## config.mk

```make
export PLATFORM = sky130hd
export DESIGN_NAME = ulpi_view_ctrl
export DESIGN_NICKNAME = d
export VERILOG_FILES = /design/src/rtl/ulpi_vp_pkg.sv /design/src/rtl/ulpi_vp_timer.sv /design/src/rtl/ulpi_vp_wake.sv /design/src/rtl/ulpi_vp_seq.sv /design/src/rtl/ulpi_vp_regs.sv /design/src/rtl/ulpi_view_ctrl.sv
export SDC_FILE = /design/constraint.sdc
export NUM_CORES = 1
export LEC_CHECK = 0
export BUFFER_PORTS_ARGS = -buffer_cell sky130_fd_sc_hd__buf_4
export CORE_ASPECT_RATIO = 1.5
export CORE_UTILIZATION = 48
export CTS_BUF_LIST = sky130_fd_sc_hd__clkbuf_4 sky130_fd_sc_hd__clkbuf_8 sky130_fd_sc_hd__clkbuf_16
export DETAILED_ROUTE_END_ITERATION = 6
export GPL_TIMING_DRIVEN = 0
export PLACE_DENSITY_LB_ADDON = 0.08
export SLEW_MARGIN = 20
export SYNTH_ARGS = -nofsm -noshare
export SYNTH_HDL_FRONTEND = slang
export SYNTH_HIERARCHICAL = 1
export SYNTH_SLANG_ARGS = --single-unit
```

## constraint.sdc

```tcl
create_clock -name clk -period 1.7 [get_ports clk]
set_clock_uncertainty 0.05 [all_clocks]
set_input_delay 0.34 -clock clk [delete_from_list [all_inputs] [get_ports clk]]
set_output_delay 0.34 -clock clk [all_outputs]
set_load 0.005 [all_outputs]
```

## src/rtl/ulpi_vp_pkg.sv

```systemverilog
package ulpi_vp_pkg;
  localparam int VIEW_W   = 32;
  localparam int BYTE_W   = 8;
  localparam int PORT_W   = 3;
  localparam int REGA_W   = 6;
  localparam int BIT_WAKE = 31;
  localparam int BIT_RUN  = 30;
  localparam int BIT_DIRW = 29;
  localparam int PORT_LSB = 24;
  localparam int ADDR_LSB = 16;
  localparam int WD_LSB   = 0;
  localparam logic [1:0] OP_WRITE = 2'b10;
  localparam logic [1:0] OP_READ  = 2'b11;

  typedef enum logic [2:0] {
    SQ_IDLE, SQ_CMD, SQ_WDATA, SQ_STOP, SQ_TURN, SQ_RDCAP, SQ_RDEND, SQ_DONE
  } seq_state_t;
endpackage

```

## src/rtl/ulpi_vp_timer.sv

```systemverilog
module ulpi_vp_timer #(
  parameter int LIMIT = 1024
) (
  input  logic clk,
  input  logic rst,
  input  logic active,
  output logic expired
);
  localparam int CNT_W = $clog2(LIMIT + 1);
  logic [CNT_W-1:0] cnt_q;

  assign expired = active && (cnt_q == CNT_W'(LIMIT - 1));

  always_ff @(posedge clk) begin
    if (rst || !active || expired) cnt_q <= '0;
    else cnt_q <= cnt_q + 1'b1;
  end

  assert_cnt_bound_R9: assert property (@(posedge clk) disable iff (rst)
    cnt_q < CNT_W'(LIMIT));
endmodule

```

## src/rtl/ulpi_vp_wake.sv

```systemverilog
module ulpi_vp_wake #(
  parameter int TIMEOUT_CYCLES = 1024
) (
  input  logic clk,
  input  logic rst,
  input  logic wake_req,
  input  logic dir,
  output logic stp,
  output logic done,
  output logic sync
);
  logic busy, tmo;

  assign busy = wake_req && !done;

  ulpi_vp_timer #(.LIMIT(TIMEOUT_CYCLES)) u_tmr (
    .clk(clk), .rst(rst), .active(busy), .expired(tmo)
  );

  always_ff @(posedge clk) begin
    if (rst) begin
      stp  <= 1'b0;
      done <= 1'b0;
      sync <= 1'b0;
    end else begin
      stp  <= 1'b0;
      done <= 1'b0;
      if (busy) begin
        if (!dir) begin
          done <= 1'b1;
          sync <= 1'b1;
        end else if (tmo) begin
          done <= 1'b1;
        end else begin
          stp <= 1'b1;
        end
      end
    end
  end

  assert_sync_sticky_R2: assert property (@(posedge clk) disable iff (rst)
    sync |=> sync);
  assert_done_pulse_R2: assert property (@(posedge clk) disable iff (rst)
    done |=> !done);
endmodule

```

## src/rtl/ulpi_vp_seq.sv

```systemverilog
module ulpi_vp_seq
  import ulpi_vp_pkg::*;
#(
  parameter int TIMEOUT_CYCLES = 1024
) (
  input  logic              clk,
  input  logic              rst,
  input  logic              start,
  input  logic              wr_op,
  input  logic [REGA_W-1:0] addr,
  input  logic [BYTE_W-1:0] wbyte,
  input  logic              dir,
  input  logic              nxt,
  input  logic [BYTE_W-1:0] din,
  output logic [BYTE_W-1:0] dout,
  output logic              oe,
  output logic              stp,
  output logic              done,
  output logic              rd_valid,
  output logic [BYTE_W-1:0] rd_byte
);
  seq_state_t state_q, state_n;
  logic tmo;

  ulpi_vp_timer #(.LIMIT(TIMEOUT_CYCLES)) u_tmr (
    .clk(clk), .rst(rst), .active(start && (state_q != SQ_DONE)), .expired(tmo)
  );

  always_comb begin
    state_n = state_q;
    unique case (state_q)
      SQ_IDLE:  if (start && !dir) state_n = SQ_CMD;
      SQ_CMD:   if (dir) state_n = SQ_IDLE;
                else if (nxt) state_n = wr_op ? SQ_WDATA : SQ_TURN;
      SQ_WDATA: if (dir) state_n = SQ_IDLE;
                else if (nxt) state_n = SQ_STOP;
      SQ_STOP:  state_n = SQ_DONE;
      SQ_TURN:  state_n = SQ_RDCAP;
      SQ_RDCAP: state_n = dir ? SQ_RDEND : SQ_IDLE;
      SQ_RDEND: if (!dir) state_n = SQ_DONE;
      SQ_DONE:  state_n = SQ_IDLE;
      default:  state_n = SQ_IDLE;
    endcase
  end

  always_ff @(posedge clk) begin
    if (rst) begin
      state_q <= SQ_IDLE;
      rd_byte <= '0;
    end else begin
      state_q <= tmo ? SQ_IDLE : state_n;
      if (state_q == SQ_RDCAP && dir) rd_byte <= din;
    end
  end

  always_comb begin
    unique case (state_q)
      SQ_CMD:   dout = {wr_op ? OP_WRITE : OP_READ, addr};
      SQ_WDATA: dout = wbyte;
      default:  dout = '0;
    endcase
  end

  assign oe       = !dir && (state_q == SQ_CMD || state_q == SQ_WDATA || state_q == SQ_STOP);
  assign stp      = (state_q == SQ_STOP);
  assign done     = (state_q == SQ_DONE) || tmo;
  assign rd_valid = (state_q == SQ_DONE) && !wr_op;

  assert_stp_single_R4: assert property (@(posedge clk) disable iff (rst)
    stp |=> !stp);
  assert_cmd_hold_R4: assert property (@(posedge clk) disable iff (rst)
    (state_q == SQ_CMD && !nxt && !dir && !tmo) |=> (state_q == SQ_CMD));
  assert_abort_R6: assert property (@(posedge clk) disable iff (rst)
    (state_q == SQ_CMD && dir && !tmo) |=> (state_q == SQ_IDLE));
endmodule

```

## src/rtl/ulpi_vp_regs.sv

```systemverilog
module ulpi_vp_regs
  import ulpi_vp_pkg::*;
(
  input  logic              clk,
  input  logic              rst,
  input  logic              wr_en,
  input  logic [VIEW_W-1:0] wdata,
  input  logic              wake_done,
  input  logic              seq_done,
  input  logic              rd_valid,
  input  logic [BYTE_W-1:0] rd_byte,
  input  logic              sync,
  output logic [VIEW_W-1:0] rdata,
  output logic              wake_q,
  output logic              run_q,
  output logic              wr_q,
  output logic [REGA_W-1:0] op_addr,
  output logic [BYTE_W-1:0] wbyte_q
);
  logic [PORT_W-1:0] port_q;
  logic [BYTE_W-1:0] addr_q, rbyte_q;
  logic accept;
  logic unused_bits;

  assign accept      = wr_en && !run_q && !wake_q;
  assign unused_bits = ^{wdata[28:27], wdata[15:8]};

  always_ff @(posedge clk) begin
    if (rst) begin
      wake_q  <= 1'b0;
      run_q   <= 1'b0;
      wr_q    <= 1'b0;
      port_q  <= '0;
      addr_q  <= '0;
      rbyte_q <= '0;
      wbyte_q <= '0;
    end else begin
      if (accept) begin
        wake_q  <= wdata[BIT_WAKE];
        run_q   <= wdata[BIT_RUN];
        wr_q    <= wdata[BIT_DIRW];
        port_q  <= wdata[PORT_LSB +: PORT_W];
        addr_q  <= wdata[ADDR_LSB +: BYTE_W];
        wbyte_q <= wdata[WD_LSB +: BYTE_W];
      end
      if (wake_done) wake_q <= 1'b0;
      if (seq_done) begin
        run_q <= 1'b0;
        if (rd_valid) rbyte_q <= rd_byte;
      end
    end
  end

  assign op_addr = addr_q[REGA_W-1:0];
  assign rdata   = {wake_q, run_q, wr_q, 1'b0, sync, port_q, addr_q, rbyte_q, wbyte_q};

  assert_busy_ignore_R7: assert property (@(posedge clk) disable iff (rst)
    (wr_en && run_q) |=> ($stable(addr_q) && $stable(wbyte_q) && $stable(wr_q) && $stable(port_q)));
  assert_rdata_hold_R5: assert property (@(posedge clk) disable iff (rst)
    !(seq_done && rd_valid) |=> $stable(rbyte_q));
endmodule

```

## src/rtl/ulpi_view_ctrl.sv

```systemverilog
module ulpi_view_ctrl
  import ulpi_vp_pkg::*;
#(
  parameter int TIMEOUT_CYCLES = 1024
) (
  input  logic        clk,
  input  logic        rst,
  input  logic        view_wr,
  input  logic [31:0] view_wdata,
  output logic [31:0] view_rdata,
  input  logic        ulpi_dir,
  input  logic        ulpi_nxt,
  input  logic [7:0]  ulpi_din,
  output logic [7:0]  ulpi_dout,
  output logic        ulpi_oe,
  output logic        ulpi_stp
);
  logic wake_q, run_q, wr_q, wake_done, wake_stp, sync;
  logic seq_done, seq_stp, rd_valid;
  logic [REGA_W-1:0] op_addr;
  logic [BYTE_W-1:0] wbyte, rd_byte;

  ulpi_vp_regs u_regs (
    .clk(clk), .rst(rst), .wr_en(view_wr), .wdata(view_wdata),
    .wake_done(wake_done), .seq_done(seq_done), .rd_valid(rd_valid),
    .rd_byte(rd_byte), .sync(sync), .rdata(view_rdata),
    .wake_q(wake_q), .run_q(run_q), .wr_q(wr_q), .op_addr(op_addr), .wbyte_q(wbyte)
  );

  ulpi_vp_wake #(.TIMEOUT_CYCLES(TIMEOUT_CYCLES)) u_wake (
    .clk(clk), .rst(rst), .wake_req(wake_q), .dir(ulpi_dir),
    .stp(wake_stp), .done(wake_done), .sync(sync)
  );

  ulpi_vp_seq #(.TIMEOUT_CYCLES(TIMEOUT_CYCLES)) u_seq (
    .clk(clk), .rst(rst), .start(run_q && !wake_q), .wr_op(wr_q),
    .addr(op_addr), .wbyte(wbyte), .dir(ulpi_dir), .nxt(ulpi_nxt), .din(ulpi_din),
    .dout(ulpi_dout), .oe(ulpi_oe), .stp(seq_stp), .done(seq_done),
    .rd_valid(rd_valid), .rd_byte(rd_byte)
  );

  assign ulpi_stp = wake_stp | seq_stp;

  assert_wake_first_R8: assert property (@(posedge clk) disable iff (rst)
    wake_q |-> !ulpi_oe);
  assert_seq_quiet_on_wake_R8: assert property (@(posedge clk) disable iff (rst)
    wake_q |-> !seq_stp);
endmodule

```

**Yosys cells after proc, flatten, opt, wreduce, memory -nomap -nowiden**

Index checks and enable logic that the tools add are counted.

- Bits in registers: 66
- Input bits: 45
- Output and inout port bits: 42
- Word-level logic and storage cells: 81

- Add/subtract/negate cells: 2
- Equality and inequality tests: 14
- Multiplexer cells: 14
- Bitwise operators: 3
- Reduce and logical (&&, ||, !) cells: 34

Operators by type and width:

| operator | count |
|---|---|
| $mux 3 | 8 |
| $pmux 3 s8 | 1 |
| $add 11x1->11 const B | 2 |
| $eq 11x10->1 const B | 2 |
| $pmux 8 s2 | 1 |
| $eq 3x3->1 const B | 4 |
| $logic_and 1x1->1 | 11 |
| $ne 3x3->1 const B | 3 |
| $reduce_or 2->1 | 4 |
| $logic_not 1->1 | 7 |
| $logic_or 1x1->1 | 7 |
| $eq 3x2->1 const B | 2 |
| $mux 1 | 4 |
| $reduce_and 2->1 | 2 |
| $reduce_and 4->1 | 1 |
| $eq 3x1->1 const B | 1 |
| $logic_not 3->1 | 1 |
| $reduce_or 3->1 | 1 |
| $ne 2x1->1 const B | 1 |
| $ne 2x2->1 const B | 1 |
| $not 1->1 | 2 |
| $or 1x1->1 | 1 |

**Longest topological paths before layout**

- Depth after elaboration: 6
- Mapped depth: 9
- Mapped depth without buffers: 7

**Cells and area by module**

Netlist, hierarchy kept.

By module, submodules not included:

| module | instances | cells an instance | area an instance (um^2) | seq. area each (um^2) |
|---|---|---|---|---|
| ulpi_vp_regs | 1 | 152 | 1508.9 | 600.6 |
| ulpi_vp_timer | 2 | 50 | 496.7 | 220.2 |
| ulpi_vp_seq | 1 | 92 | 671.9 | 220.2 |
| ulpi_vp_wake | 1 | 10 | 121.4 | 60.1 |
| ulpi_view_ctrl | 1 | 2 | 12.5 | 0.0 |

**Worst setup path before layout**

Ideal clock, no wire load.

- Path type: reg2reg
- From: register u_seq.state_q[0]
- To: register u_regs.rbyte_q[6]
- Setup time: 70 ps
- Data arrival time: 1643 ps
- Required time: 1580 ps
- Slack: -62 ps
- Cell stages (with the launch flop): 10
- Buffers on the path: 3
- Clock period less this slack: 1762 ps
- Cell sequence: dfxtp_1 -> buf_2 -> nand3_1 -> and2_1 -> and3b_1 -> nand2b_1 -> buf_6 -> buf_6 -> a21bo_1 -> a21oi_1

- Longest elaborated chain between the ends: 5
- Elaborated cells between the ends (all ways): 7
- Those cells by class: eq/ne: 2; reduce/logical: 5

Ends and longest elaborated chain:

| what | RTL line | RTL |
|---|---|---|
| start: declaration | ulpi_vp_seq.sv:22 | `seq_state_t state_q, state_n;` |
| start signal: assignment | ulpi_vp_seq.sv:51 | `state_q <= tmo ? SQ_IDLE : state_n;` |
| $ne 3x3->1 | ulpi_vp_seq.sv:26 | `.clk(clk), .rst(rst), .active(start && (state_q != SQ_DONE)), .expired(tmo)` |
| $logic_and 1x1->1 | ulpi_vp_seq.sv:26 |  |
| $logic_and 1x1->1 | ulpi_vp_timer.sv:12 | `assign expired = active && (cnt_q == CNT_W'(LIMIT - 1));` |
| via u_seq.tmo | ulpi_vp_seq.sv:23 | `logic tmo;` |
| $logic_or 1x1->1 | ulpi_vp_seq.sv:66 | `assign done = (state_q == SQ_DONE) \|\| tmo;` |
| via seq_done | ulpi_view_ctrl.sv:19 | `logic seq_done, seq_stp, rd_valid;` |
| $reduce_and 2->1 (no line) | - |  |
| end signal: assignment | ulpi_vp_regs.sv:49 | `if (rd_valid) rbyte_q <= rd_byte;` |
| end: declaration | ulpi_vp_regs.sv:21 | `logic [BYTE_W-1:0] addr_q, rbyte_q;` |

The timed path passes the listed nets, and every way through them passes these cells.
A chain may end at the register's enable or synchronous reset.

**Final worst setup path**

- From: register u_seq.state_q[0]
- To: output ulpi_dout[5]

- Longest elaborated chain between the ends: 2
- Elaborated cells between the ends (all ways): 3
- Those cells by class: eq/ne: 2; mux: 1

Ends and longest elaborated chain:

| what | RTL line | RTL |
|---|---|---|
| $eq 3x2->1 or $eq 3x1->1 (tied branches) | ulpi_vp_seq.sv:57 | `unique case (state_q)` |
| $pmux 8 s2 (*) | ulpi_vp_seq.sv:57 |  |
| end: declaration | ulpi_view_ctrl.sv:14 | `output logic [7:0] ulpi_dout,` |

Mark *: on every way between the ends. The rest lies on a longest branch, timed or not.

==> run_results.csv <==
group,metric,value,unit
layout,nets,503,
route,dr.pass1.iters,4,
worst_hold_path,hold_depth,2,
floorplan,die_w,69.79,µm
timing,final-setup-viol-count,6,
synthesis,synth_adder_area_share,0.7564,%
synthesis,synth_edf_count,0,
clocking,cts.clk_slew.worst_paths,0.07,ns
synthesis,synthCells,356,
layout,antenna_cells,0,
synthesis,synth-xor-area-share,1.589,%
synthesis,postSynthAreaPerCell,9.293,µm²
synthesis,synth_area_leaders,"dfxtp_1 40%, nand2b_1 8.3%, mux2i_1 6.1%",
timing,finalMaxSlewViolations,0,
clocking,h-tree-depth,3,
status,violations,"negative setup slack",
synthesis,synth_top_area_share,39.94,%
timing,post-route-period-util,101.8,%
setup_path,r2r_end,"u_regs/rbyte_q[4]$_SDFFE_PP0P_",
clocking,cts_max_path_buffers,2,
placed_design,dp.cells,507,
synthesis,synth_cell_types,53,
setup_path,rrSetupSlack,0.01,ns
setup_path,startpoint_type,"register",
setup_path,critical_path_class,"register to output port",
layout,instances_no_fill,537,
floorplan,std_cell_rows,36,
setup_path,crit_path_end_kind,"output port",
synthesis,muxShareOfSynthArea,6.051,%
route,drc,0,
global_routing,grt_pass1_wl,12.54,mm
timing,grt_setup_unrepaired,"yes",
synthesis,synth_area_leader_cell,"dfxtp_1",
synthesis,yosys_warnings,6,
pwr,finalPower,3309,µW
route,vias,2854,
global_routing,grt_start_max_net_pins,13,
synthesis,yosys.area_share.simple,27.53,%
synthesis,ys.flop_type,"dfxtp_1",
synthesis,synth-seq-area-share,39.94,%
global_routing,overflow,0,
layout,fill_cells,556,
clocking,cts.sinks,66,
clocking,cts_buffers,9,
floorplan,dieArea,7235,µm²
placed_design,pre_cts_slack,-0.1650,ns
synthesis,synthesis.nets,403,
placed_design,dp_hpwl,5.099,mm
floorplan,core_area,6576,µm²
global_routing,grt_usage,21.36,%
pwr,ir_drop,649.2,µV
route,wl,7.573,mm
pwr,p_leak,0.001830,µW
floorplan,io_pins,87,
placed_design,placed_area,3989,µm²
floorplan,initial_core_util,50.30,%
timing,slew_headroom,62.51,%
setup_path,worstPathRequired,1.31,ns
setup_path,worstReg2RegStart,"u_seq/state_q[1]$_SDFFE_PP0P_",
synthesis,synth_top_family_by_area,"simple AND/OR/NAND/NOR gates",
placed_design,gp_congestion,0.7808,
global_routing,grt_pass1_vias,2784,
layout,utilization,68.11,%
timing,worst_pin_slew,0.5582,ns
synthesis,syn_area,3308,µm²
clocking,cts-root-buf,"clkbuf_8",
synthesis,yosysMostFrequentCell,"dfxtp_1",
floorplan,die_h,103.7,µm
worst_hold_path,min_from,"ulpi_dir",
status,status,"finished with violations",
timing,fin_ws,-0.03017,ns
layout,design_area,4479,µm²
route,wire_per_inst,14.10,µm
synthesis,synth_compound_area_share,14.03,%
worst_hold_path,whs_endpoint,"u_wake/sync$_SDFFE_PP0P_",
route,antenna_left,0,
job,maxCapViolations,0,
global_routing,antenna_found_initial,0,
synthesis,synth_common_cells,"66 x dfxtp_1, 44 x nand2b_1, 23 x nand2_1, 21 x a21oi_1, 21 x buf_4",
timing,fmax,578.0,MHz
layout,syn2layout_area_growth,35.40,%
route,drt_iter0_markers,115,
clocking,cts_tree,"yes",
synthesis,ys_seq_elements,66,
worst_hold_path,hp-class,"input port to register",
pwr,powerDensity,738.7,nW/µm²
layout,drive_above_1_share,44.69,%
timing,fin_crit,1.730,ns
timing,hold_viol_final,0,
setup_path,worstPathArrival,1.34,ns
route,viasPerCell,5.315,
synthesis,synth-async-reset-ratio,0,%
setup_path,rr_worst_depth,8,
placed_design,port_buffers,75,
clocking,clk_latency,0.33,ns
setup_path,critical_path_peak_fanout,5,
## registers in the layout, indices dropped and copies added, names as in the netlist, 3 cells and up
register            flops
u_seq/rd_byte           8
u_regs/addr_q           8
u_seq/u_tmr/cnt_q      11
u_regs/wbyte_q          8
u_wake/u_tmr/cnt_q     11
u_regs/port_q           3
u_seq/state_q           3
u_regs/rbyte_q          8
## routing by layer
layer	up-vias	wire [µm]	part of all wire, %	GRT usage [%]
met5	-	0	0	0
met4	0	119	1.6	8.857
met3	13	409	5.4	5.934
met2	77	3967	52	37.50
met1	1342	3075	41	23.78
li1	1422	-	-	-
## cell type report
type / instances / area, µm² / area share (%)
Multi-Input combinational cell: 242 / 1833 / 40.92
Sequential cell: 66 / 1343 / 29.97
Timing Repair Buffer: 91 / 698.2 / 15.59
Buffer: 38 / 291.5 / 6.508
Clock buffer: 10 / 131.4 / 2.933
Tap cell: 76 / 95.09 / 2.123
Clock inverter: 6 / 57.56 / 1.285
Inverter: 8 / 30.03 / 0.6704
## metrics by stage
stage | hold WS, ns | TNS, ns
2_1_floorplan | 0.3444 | 0
3_3_place_gp | 0.3541 | -1.493
3_5_place_dp | 0.3677 | -2.454
4_1_cts | 0.1604 | -0.2486
5_1_grt | 0.1616 | -1.175
6_report | 0.1736 | -0.1150
## power breakdown
part	total [µW]	leakage (µW)	switching (µW)	internal (µW)
Sequential	1630	0.000542	43.3	1590
Clock	1280	0.0000992	600	684
Combinational	392	0.00119	153	239
Total	3310	0.00183	796	2510
## timing repair
| item | CTS | global route |
|---|---|---|
| gates cloned | 3 | 0 |
| hold buffers | 0 | 0 |
| setup buffers | 10 | 4 |
| pin swaps | 9 | 13 |
| setup endpoints to repair | 38 | 30 |
| gates resized for setup | 32 | 25 |
## logic make-up (layout without fill, tap and decap cells)
logic type	after synthesis	in the layout
flops	66	66
simple gates	146	147
xor+xnor	6	6
compound gates	66	66
mux	20	20
fa+ha+maj	2	2
buf+inv	49	153
other cells	1	1
## critical path, stage by stage (launching register included)
cell and delay (ns):
dfxtp_2 0.34, buf_6 0.12, nor2b_4 0.13, buf_6 0.14
a22oi_1 0.06, nor2_1 0.11, buf_4 0.12
## worst max-delay path by stage
| stage | start | depth (start not counted) | to | slack (ns) |
|---|---|---|---|---|
| 2_1_floorplan | u_seq/state_q[0]$_SDFFE_PP0P_ | 9 | u_regs/rbyte_q[6]$_SDFFE_PP0P_ | 0.01 |
| 3_3_place_gp | u_seq/u_tmr/cnt_q[0]$_SDFF_PP0_ | 9 | u_regs/rbyte_q[6]$_SDFFE_PP0P_ | -0.13 |
| 3_5_place_dp | u_seq/u_tmr/cnt_q[0]$_SDFF_PP0_ | 9 | u_regs/rbyte_q[5]$_SDFFE_PP0P_ | -0.16 |
| 4_1_cts | u_seq/state_q[1]$_SDFFE_PP0P_ | 4 | ulpi_stp | -0.05 |
| 5_1_grt | u_seq/state_q[0]$_SDFFE_PP0P_ | 6 | ulpi_dout[4] | -0.12 |
| 6_report | u_seq/state_q[0]$_SDFFE_PP0P_ | 6 | ulpi_dout[5] | -0.03 |
## placed cells by master, fill, tap and decap left out, types with 3 or more instances in the layout
master / n
o21ai_0: 6
clkinv_2: 4
clkbuf_1: 5
nor3_1: 8
nand3_1: 9
nand3_2: 5
a21oi_1: 17
nand2_1: 21
dfxtp_2: 11
a22oi_2: 3
a22oi_1: 4
clkbuf_8: 9
buf_4: 108
or4_1: 4
buf_6: 13
nor3b_1: 6
nand3_4: 3
inv_1: 7
dfxtp_1: 53
o31ai_1: 6
mux2i_1: 20
a21oi_2: 5
nand2b_1: 43
xor2_1: 4
nor2_1: 9
a21bo_2: 7
a211oi_1: 8
nor3_2: 3
(Power assumes the default switching activity.)
